[config.mk]
export PLATFORM = sky130hd
export DESIGN_NAME = ext_wake_ctrl
export DESIGN_NICKNAME = d
export VERILOG_FILES = /design/src/rtl/ewc_pkg.sv /design/src/rtl/ewc_sync.sv /design/src/rtl/ewc_edge.sv /design/src/rtl/ewc_nmi_chan.sv /design/src/rtl/ext_wake_ctrl.sv
export SDC_FILE = /design/constraint.sdc
export NUM_CORES = 1
export LEC_CHECK = 0
export BUFFER_PORTS_ARGS = -buffer_cell sky130_fd_sc_hd__buf_2
export CORE_MARGIN = 2
export CORE_UTILIZATION = 52
export CTS_CLUSTER_DIAMETER = 80
export DETAILED_ROUTE_END_ITERATION = 7
export PLACE_DENSITY_LB_ADDON = 0.15
export SLEW_MARGIN = 20
export SYNTH_ARGS = -nofsm -noshare
export SYNTH_HDL_FRONTEND = slang
export SYNTH_HIERARCHICAL = 1
export SYNTH_SLANG_ARGS = --single-unit
[constraint.sdc]
create_clock -name clk -period 1.6 [get_ports clk]
set_input_delay 0.16 -clock clk [delete_from_list [all_inputs] [get_ports clk]]
set_output_delay 0.16 -clock clk [all_outputs]
set_load 0.02 [all_outputs]
[src/rtl/ewc_pkg.sv]
package ewc_pkg;
  localparam int unsigned REG_W = 32;
  // word indices (byte offset / 4)
  localparam int unsigned IX_NSTAT = 0;
  localparam int unsigned IX_NCFG  = 2;
  localparam int unsigned IX_PFLAG = 5;
  localparam int unsigned IX_IEN   = 6;
  localparam int unsigned IX_WEN   = 7;
  localparam int unsigned IX_REN   = 10;
  localparam int unsigned IX_FEN   = 11;
  localparam int unsigned IX_FILT  = 12;
  localparam int unsigned IX_PULL  = 13;
  // NMI field positions
  localparam int unsigned B_NFLAG = 31;
  localparam int unsigned B_NOVF  = 30;
  localparam int unsigned B_LOCK  = 31;
  localparam int unsigned B_DSS_H = 30;
  localparam int unsigned B_DSS_L = 29;
  localparam int unsigned B_NWEN  = 28;
  localparam int unsigned B_NREN  = 26;
  localparam int unsigned B_NFEN  = 25;
  localparam int unsigned B_NFILT = 24;

  typedef struct packed {
    logic       lock;
    logic [1:0] dss;
    logic       wen;
    logic       ren;
    logic       fen;
    logic       filt;
  } nmi_cfg_t;
endpackage

[src/rtl/ewc_sync.sv]
module ewc_sync #(
  parameter int unsigned W      = 32,
  parameter int unsigned STAGES = 2
) (
  input  logic         clk,
  input  logic         rst,
  input  logic [W-1:0] async_i,
  output logic [W-1:0] sync_o
);
  logic [W-1:0] chain_q [STAGES];

  generate
    for (genvar s = 0; s < STAGES; s++) begin : g_stage
      if (s == 0) begin : g_first
        always_ff @(posedge clk) begin
          if (rst) chain_q[s] <= '0;
          else     chain_q[s] <= async_i;
        end
      end else begin : g_next
        always_ff @(posedge clk) begin
          if (rst) chain_q[s] <= '0;
          else     chain_q[s] <= chain_q[s-1];
        end
      end
    end
  endgenerate

  assign sync_o = chain_q[STAGES-1];
endmodule

[src/rtl/ewc_edge.sv]
module ewc_edge #(
  parameter int unsigned W = 32
) (
  input  logic         clk,
  input  logic         rst,
  input  logic [W-1:0] sync_i,
  input  logic [W-1:0] rise_en_i,
  input  logic [W-1:0] fall_en_i,
  output logic [W-1:0] ev_o
);
  logic [W-1:0] prev_q;

  always_ff @(posedge clk) begin
    if (rst) prev_q <= '0;
    else     prev_q <= sync_i;
  end

  generate
    for (genvar i = 0; i < W; i++) begin : g_bit
      assign ev_o[i] = (sync_i[i] & ~prev_q[i] & rise_en_i[i]) |
                       (~sync_i[i] & prev_q[i] & fall_en_i[i]);
    end
  endgenerate
endmodule

[src/rtl/ewc_nmi_chan.sv]
module ewc_nmi_chan
  import ewc_pkg::*;
#(
  parameter int unsigned STAGES = 2
) (
  input  logic     clk,
  input  logic     rst,
  input  logic     nmi_in,
  input  logic     stat_we_i,
  input  logic     clr_flag_i,
  input  logic     clr_ovf_i,
  input  logic     cfg_we_i,
  input  nmi_cfg_t cfg_wr_i,
  output nmi_cfg_t cfg_o,
  output logic     flag_o,
  output logic     ovf_o,
  output logic     req_o,
  output logic     wake_o
);
  logic     nmi_s;
  logic     ev;
  logic     flag_q, ovf_q;
  nmi_cfg_t cfg_q;

  ewc_sync #(.W(1), .STAGES(STAGES)) u_sync (
    .clk(clk), .rst(rst), .async_i(nmi_in), .sync_o(nmi_s)
  );

  ewc_edge #(.W(1)) u_edge (
    .clk(clk), .rst(rst), .sync_i(nmi_s),
    .rise_en_i(cfg_q.ren), .fall_en_i(cfg_q.fen), .ev_o(ev)
  );

  always_ff @(posedge clk) begin
    if (rst) begin
      cfg_q <= '0;
    end else if (cfg_we_i && !cfg_q.lock) begin
      cfg_q <= cfg_wr_i;
    end
  end

  always_ff @(posedge clk) begin
    if (rst) begin
      flag_q <= 1'b0;
      ovf_q  <= 1'b0;
    end else begin
      flag_q <= ev | (flag_q & ~(stat_we_i & clr_flag_i));
      ovf_q  <= (ev & flag_q) | (ovf_q & ~(stat_we_i & clr_ovf_i));
    end
  end

  assign cfg_o  = cfg_q;
  assign flag_o = flag_q;
  assign ovf_o  = ovf_q;
  assign req_o  = flag_q & (cfg_q.dss == 2'b00);
  assign wake_o = cfg_q.wen & (flag_q | ovf_q);

  AST_LOCK_STICKY: assert property (@(posedge clk) disable iff (rst)
    cfg_q.lock |=> $stable(cfg_q));
  AST_OVF_NEEDS_FLAG: assert property (@(posedge clk) disable iff (rst)
    $rose(ovf_q) |-> flag_q);
endmodule

[src/rtl/ext_wake_ctrl.sv]
module ext_wake_ctrl
  import ewc_pkg::*;
#(
  parameter int unsigned NPAD   = 32,
  parameter int unsigned AW     = 6,
  parameter int unsigned STAGES = 2
) (
  input  logic             clk,
  input  logic             rst,
  input  logic [NPAD-1:0]  pad_in,
  input  logic             nmi_in,
  input  logic [AW-1:0]    bus_addr,
  input  logic             bus_we,
  input  logic [REG_W-1:0] bus_wdata,
  output logic [REG_W-1:0] bus_rdata,
  output logic             irq_o,
  output logic             wake_o,
  output logic             nmi_o,
  output logic [NPAD-1:0]  pullup_en_o,
  output logic [NPAD-1:0]  filter_en_o,
  output logic             nmi_filter_en_o
);
  localparam int unsigned IXW = AW - 2;

  logic [IXW-1:0] widx;
  logic           unused_addr;
  assign widx        = bus_addr[AW-1:2];
  assign unused_addr = ^bus_addr[1:0];

  function automatic logic hit(input logic [IXW-1:0] ix, input int unsigned which);
    return ix == IXW'(which);
  endfunction

  function automatic logic [REG_W-1:0] widen(input logic [NPAD-1:0] v);
    logic [REG_W-1:0] r;
    r = '0;
    r[NPAD-1:0] = v;
    return r;
  endfunction

  // pad configuration registers
  logic [NPAD-1:0] ien_q, wen_q, ren_q, fen_q, filt_q, pull_q;
  logic [NPAD-1:0] pflag_q, pad_s, pad_ev, pclr;

  always_ff @(posedge clk) begin
    if (rst) begin
      ien_q  <= '0;
      wen_q  <= '0;
      ren_q  <= '0;
      fen_q  <= '0;
      filt_q <= '0;
      pull_q <= '0;
    end else if (bus_we) begin
      if (hit(widx, IX_IEN))  ien_q  <= bus_wdata[NPAD-1:0];
      if (hit(widx, IX_WEN))  wen_q  <= bus_wdata[NPAD-1:0];
      if (hit(widx, IX_REN))  ren_q  <= bus_wdata[NPAD-1:0];
      if (hit(widx, IX_FEN))  fen_q  <= bus_wdata[NPAD-1:0];
      if (hit(widx, IX_FILT)) filt_q <= bus_wdata[NPAD-1:0];
      if (hit(widx, IX_PULL)) pull_q <= bus_wdata[NPAD-1:0];
    end
  end

  ewc_sync #(.W(NPAD), .STAGES(STAGES)) u_pad_sync (
    .clk(clk), .rst(rst), .async_i(pad_in), .sync_o(pad_s)
  );

  ewc_edge #(.W(NPAD)) u_pad_edge (
    .clk(clk), .rst(rst), .sync_i(pad_s),
    .rise_en_i(ren_q), .fall_en_i(fen_q), .ev_o(pad_ev)
  );

  assign pclr = (bus_we && hit(widx, IX_PFLAG)) ? bus_wdata[NPAD-1:0] : '0;

  always_ff @(posedge clk) begin
    if (rst) pflag_q <= '0;
    else     pflag_q <= pad_ev | (pflag_q & ~pclr);
  end

  // NMI channel
  nmi_cfg_t ncfg_wr, ncfg;
  logic     nflag, novf, nreq, nwake;

  assign ncfg_wr.lock = bus_wdata[B_LOCK];
  assign ncfg_wr.dss  = bus_wdata[B_DSS_H:B_DSS_L];
  assign ncfg_wr.wen  = bus_wdata[B_NWEN];
  assign ncfg_wr.ren  = bus_wdata[B_NREN];
  assign ncfg_wr.fen  = bus_wdata[B_NFEN];
  assign ncfg_wr.filt = bus_wdata[B_NFILT];

  ewc_nmi_chan #(.STAGES(STAGES)) u_nmi (
    .clk(clk), .rst(rst), .nmi_in(nmi_in),
    .stat_we_i(bus_we && hit(widx, IX_NSTAT)),
    .clr_flag_i(bus_wdata[B_NFLAG]), .clr_ovf_i(bus_wdata[B_NOVF]),
    .cfg_we_i(bus_we && hit(widx, IX_NCFG)), .cfg_wr_i(ncfg_wr),
    .cfg_o(ncfg), .flag_o(nflag), .ovf_o(novf), .req_o(nreq), .wake_o(nwake)
  );

  // read path
  logic [REG_W-1:0] rd_mux;
  always_comb begin
    rd_mux = '0;
    if (hit(widx, IX_NSTAT)) begin
      rd_mux[B_NFLAG] = nflag;
      rd_mux[B_NOVF]  = novf;
    end
    if (hit(widx, IX_NCFG)) begin
      rd_mux[B_LOCK]          = ncfg.lock;
      rd_mux[B_DSS_H:B_DSS_L] = ncfg.dss;
      rd_mux[B_NWEN]          = ncfg.wen;
      rd_mux[B_NREN]          = ncfg.ren;
      rd_mux[B_NFEN]          = ncfg.fen;
      rd_mux[B_NFILT]         = ncfg.filt;
    end
    if (hit(widx, IX_PFLAG)) rd_mux = widen(pflag_q);
    if (hit(widx, IX_IEN))   rd_mux = widen(ien_q);
    if (hit(widx, IX_WEN))   rd_mux = widen(wen_q);
    if (hit(widx, IX_REN))   rd_mux = widen(ren_q);
    if (hit(widx, IX_FEN))   rd_mux = widen(fen_q);
    if (hit(widx, IX_FILT))  rd_mux = widen(filt_q);
    if (hit(widx, IX_PULL))  rd_mux = widen(pull_q);
  end

  always_ff @(posedge clk) begin
    if (rst) begin
      bus_rdata <= '0;
      irq_o     <= 1'b0;
      wake_o    <= 1'b0;
      nmi_o     <= 1'b0;
    end else begin
      bus_rdata <= rd_mux;
      irq_o     <= |(pflag_q & ien_q);
      wake_o    <= (|(pflag_q & wen_q)) | nwake;
      nmi_o     <= nreq;
    end
  end

  assign pullup_en_o     = pull_q;
  assign filter_en_o     = filt_q;
  assign nmi_filter_en_o = ncfg.filt;

  AST_FLAG_HOLD: assert property (@(posedge clk) disable iff (rst)
    !(bus_we && hit(widx, IX_PFLAG)) |=> ((pflag_q & $past(pflag_q)) == $past(pflag_q)));
  AST_IRQ_SOURCE: assert property (@(posedge clk) disable iff (rst)
    irq_o |-> $past(|(pflag_q & ien_q)));
  AST_NMI_ROUTE: assert property (@(posedge clk) disable iff (rst)
    nmi_o |-> $past(nflag && ncfg.dss == 2'b00));
  AST_NSTAT_RSV_ZERO: assert property (@(posedge clk) disable iff (rst)
    $past(hit(widx, IX_NSTAT)) |-> (bus_rdata[29:0] == 30'd0));
endmodule

Word-level counts from Yosys, hierarchy flattened:

Memories as Yosys holds them, arrays and structs flattened.
Cells that the tools add are included.

* bits in registers: 301
* bits in latches: 0
* RAM bits: 66
* ROM bits: 0
* logic and storage cells: 317
* memories kept: 2

Memory list
* u_pad_sync.chain_q: depth 2, bits a word 32, rd ports 2, clocked after memory_dff 0, write ports 2, line ewc_sync.sv:10 `logic [W-1:0] chain_q [STAGES];`
* u_nmi.u_sync.chain_q: depth 2, bits a word 1, rd ports 2, clocked after memory_dff 0, write ports 2, line ewc_sync.sv:10

* add/sub/neg operators: 0
* multipliers: 0
* div/mod/pow operators: 0
* $lt $le $gt $ge: 0
* equality and inequality tests: 8
* shift operators: 0
* muxes and demuxes: 18
* bitwise gates (word level): 253
* reductions and logical operators: 15

Operators by type and width (count)
* 32-bit 2-to-1 mux: 10
* 1-bit bitwise AND: 139
* 32-bit bitwise AND: 3
* 1-bit inverter: 68
* 32-bit OR reduction: 2
* 1-bit OR: 41
* 32-bit inverter: 1
* 32-bit OR: 1
* 4-bit equality test, second input constant: 4
* 4-bit by 3-bit equality test with 1-bit output, second input constant: 3
* 2-bit AND reduction: 6
* 1-bit 2-to-1 mux: 5
* 4-bit by 2-bit equality test with 1-bit output, second input constant: 1
* 1-bit logical AND: 4
* 4-bit logical NOT: 1
* 4-bit 2-to-1 mux: 1
* 3-bit 2-to-1 mux: 1
* 2-bit logical NOT: 1
* 2-bit 2-to-1 mux: 1
* 1-bit logical NOT: 1

Depth between registers and ports, before layout:

* depth after elaboration: 10
* mapped depth: 9
* gate-level depth less buffers: 5

By module:

Netlist, hierarchy kept.

By module, submodules not included
* ext_wake_ctrl: instances 1, cells each 1339, area each 10593.9 sq um
* ewc_sync (u_pad_sync): instances 1, cells each 135, area each 1918.1 sq um
* ewc_edge (u_pad_edge): instances 1, cells each 163, area each 1383.8 sq um
* ewc_nmi_chan: instances 1, cells each 39, area each 417.9 sq um
* ewc_sync (u_nmi.u_sync): instances 1, cells each 4, area each 52.6 sq um
* ewc_edge (u_nmi.u_edge): instances 1, cells each 5, area each 46.3 sq um

Worst setup path after synthesis:

Ideal clock, no wire load.

* path kind: input -> register
* start point: input port bus_addr[5]
* end point: register u_nmi.cfg_q, in the netlist u_nmi/cfg_o[0]
* arrival time: 1.448 ns
* required time: 1.484 ns
* setup slack: 0.036 ns
* cell stages on the path: 8
* buffers on the path: 3
* cells stage by stage: buf_2 buf_2 buf_2 nor2_1 nand2_1 nor2_1 and2b_4 o21ai_2

* word-level cells in the longest chain between the ends: 3

Ends and longest elaborated chain
* start: declaration: line ext_wake_ctrl.sv:12 `input logic [AW-1:0] bus_addr,`
* 4-bit by 2-bit equality test with 1-bit output: line ext_wake_ctrl.sv:31 `return ix == IXW'(which);`
* 1-bit logical AND: line ext_wake_ctrl.sv:94 `.cfg_we_i(bus_we && hit(widx, IX_NCFG)), .cfg_wr_i(ncfg_wr),`
* 1-bit logical AND: line ewc_nmi_chan.sv:37 `end else if (cfg_we_i && !cfg_q.lock) begin`
* end signal: assignment: line ewc_nmi_chan.sv:38 `cfg_q <= cfg_wr_i;`
* end: declaration: line ewc_nmi_chan.sv:23 `nmi_cfg_t cfg_q;`

Every way passes these cells.
A chain may end at the register's enable or synchronous reset.

Final worst setup path:

* start point: register wen_q[27]
* end point: register wake_o

* word-level cells in the longest chain between the ends: 3

Ends and longest elaborated chain
* start: declaration: line ext_wake_ctrl.sv:42 `logic [NPAD-1:0] ien_q, wen_q, ren_q, fen_q, filt_q, pull_q;`
* start signal: assignment: line ext_wake_ctrl.sv:55 `if (hit(widx, IX_WEN)) wen_q <= bus_wdata[NPAD-1:0];`
* 32-bit bitwise AND: line ext_wake_ctrl.sv:132 `wake_o <= (|(pflag_q & wen_q)) | nwake;`
* 32-bit OR reduction: line ext_wake_ctrl.sv:132
* 1-bit OR: line ext_wake_ctrl.sv:132
* end signal: assignment: line ext_wake_ctrl.sv:132
* end: declaration: line ext_wake_ctrl.sv:17 `output logic wake_o,`

Every way passes these cells.

==> metrics.txt <==
run status=finished, final reports clean; cts bufs inserted=39; crit path kind=reg -> reg; post-synth net total=1759; Largest delay share family, worst path=compound AO/OA/AOI/OAI gates; WP buf/inv=0; Clock Latency Late Sink=about 530 ps; max cap viols=0; Required @ worst endpoint=about 2000 ps; Worst path slowest cell=dfxtp_1; CP endpoint kind=register; Row Count=60; relative slew slack=around two thirds; initial antenna violation count=0; Die X=approximately 170 µm; critical path's largest stage delay=approximately 350 ps; ys flop type=dfxtp_1; antenna-violating nets left=0; final estimated routing congestion in global placement=~0.95; Power Dens Cells=between 1000 and 1500 mW/mm²; Placed Area=0.01601 mm²; Slew Viols, Final=0; antenna diode count=0; Min-Delay Path Class=in -> reg; static leakage=between 6 and 7 nW; Via Count=around 13000; commonest non-fill, non-tap cell in the layout=nand2_1; Synth cell types=58; 1st-iter DRT viols=1695; Final Setup Violations=0; clk buf depth=3; largest net degree at the start of global routing=between 60 and 70; critical-path cell list=a22o_1 > a221oi_2 > nand3_1 > nor4_2 > a21oi_1; hpwl dp=between 30000 and 40000 µm; Startpoint Class=register; router iterations before antenna repair=8; synthesized cell area=~0.014 mm²; CP arrival=just under 2000 ps; clk root buf=clkbuf_16; number of hold violations in the final report=0; Post-synth EDFFs=0; Worst IR Drop VDD=between 0.8 and 0.9 mV; async set-reset flop share out of synthesis=0%; Syn-to-layout area delta=24.19%; Post-Synthesis Cells=1685; die span in y=approximately 170 µm; Core Area=between 0.02 and 0.03 mm²; total power=~20 mW; syn avg cell area=8.553 µm²; Top Ports=about 170; YS warnings=6; max reg flops=64; Worst-path clk slew=roughly 60 ps; CTS Sinks=roughly 370; fill count=2214; FMAX=640.6 MHz; sequential fraction of the synthesis area=between 50% and 60%; Routed WL per cell=19.92 µm; Starting Density=53.18%; crit path time final=about 1600 ps; grt total ovfl=0; Total Nets Final=around 2000; Slew @ Worst Pin=between 500 and 600 ps; layout cells sized above 1=a little over a fifth; final WL=46520 µm; finished layout cell area=about 0.018 mm²; CP max FO=3; ratio of final minimum period to clock period=between 90% and 100%; most frequent cells in the layout=515 x nand2_1, 367 x dfxtp_1, 231 x a21oi_1; H-tree Lvls=2; Clock Skews=~19 ps; GRT Overall Usage=between 30% and 40%; drt via density=5.663; Reg with most FFs=u_pad_sync/chain_q; DRC=0; unrepaired setup endpoints after global routing=false; TritonCTS clock tree=done; vias in the first global route=between 10000 and 15000; Seq cells post-synth=367; Port Buffers=171; Die ar.=0.02906 mm²; first-pass GRT wire length=between 70000 and 80000 µm
## logic make-up after synthesis
family	after synthesis	synth area share [%]
AO/OA/AOI/OAI	427	18.57
buffers and inverters	124	5.026
flip-flops	367	50.98
multiplexers	8	0.5990
AND/OR/NAND/NOR	759	24.83
## Yosys cell counts (all sizes together) (2+ instances only)
library cell	number	area share, %
a21o	3	0.16
mux2	5	0.39
nor2b	102	5.5
o2bb2ai	4	0.24
buf	74	3.7
inv	5	0.13
o21ai	44	1.7
a31oi	4	0.17
nand3	5	0.17
nand2	516	13
a21oi	231	8.0
dfxtp	367	51
nand3b	34	1.8
a22o	8	0.49
nor3	4	0.22
and2	6	0.26
o32ai	2	0.12
a22oi	49	2.6
mux2i	3	0.21
nor2	58	1.6
nand4bb	6	0.47
clkbuf	45	1.2
a221oi	5	0.30
a211oi	2	0.10
nand2b	13	0.58
nand4	5	0.22
nor4	2	0.087
a41oi	23	1.4
a222oi	28	1.9
a2111oi	3	0.24
a32oi	3	0.18
o21a	3	0.16
o211ai	4	0.21
and3	2	0.087
o22ai	6	0.26
## report_power, final
group	total, mW	switching (mW)	internal, mW
Sequential	9.44	0.120	9.32
Combinational	1.21	0.710	0.498
Clock	9.14	3.56	5.58
## path summary, 6_finish.rpt
| kind | startpoint | to | slack, ps | depth (start not counted) |
|---|---|---|---|---|
| worst min-delay path | bus_wdata[24] | fen_q[24] | 20 | 3 |
| worst max-delay path | wen_q[27] | wake_o | 40 | 5 |
| worst min register to register | u_pad_sync/chain_q[0][29] | u_pad_sync/chain_q[1][29] | 430 | 1 |
| worst max register to register | wen_q[27] | wake_o | 40 | 5 |
## through the flow
| step | std cells | hold WS, ps | TNS (ps) | setup WS (ps) | util, % |
|---|---|---|---|---|---|
| floorplan | 1685 | 231.6 | 0 | 36.33 | - |
| global placement | 2211 | 369.2 | -8400 | -261.7 | 59.06 |
| detailed placement | 2211 | 371.4 | -15020 | -243.4 | 59.06 |
| CTS | 2335 | 9.330 | 0 | 32.26 | 66.02 |
| global route | 2335 | 19.10 | 0 | 4.756 | 66.04 |
| finish | 2335 | 21.41 | 0 | 38.90 | 66.04 |
## worst register-to-register path: stages (launching register included)
cell      delay [ps]
dfxtp_1          350
a22o_1           240
a221oi_2         200
nand3_1          120
nor4_2           310
a21oi_1          180
## routing by layer
metal  GRT usage, %  share of wire (%)
met4          10.89                3.1
met2          49.66                 45
met3          6.930                9.3
met1          43.60                 43
met5              0                  0
## area by class of cell
cell class | instances | area (µm²) | share of cell area [%]
clock inverter | 9 | 155.1 | 0.8668
multi-input combinational | 1194 | 6369 | 35.58
sequential | 367 | 7347 | 41.05
clock buffer | 57 | 1144 | 6.389
timing repair buffer | 331 | 2400 | 13.41
inverter | 5 | 18.77 | 0.1049
tap | 372 | 465.4 | 2.600
## what timing repair did
item,4_1_cts,5_1_grt
hold buffers,58,0
gates resized for setup,1,1
pin swaps,0,1
endpoints found under the hold margin,187,0
setup buffers,0,0
setup endpoints to repair,1,1
Note: power is estimated with default switching activity, not from simulation.
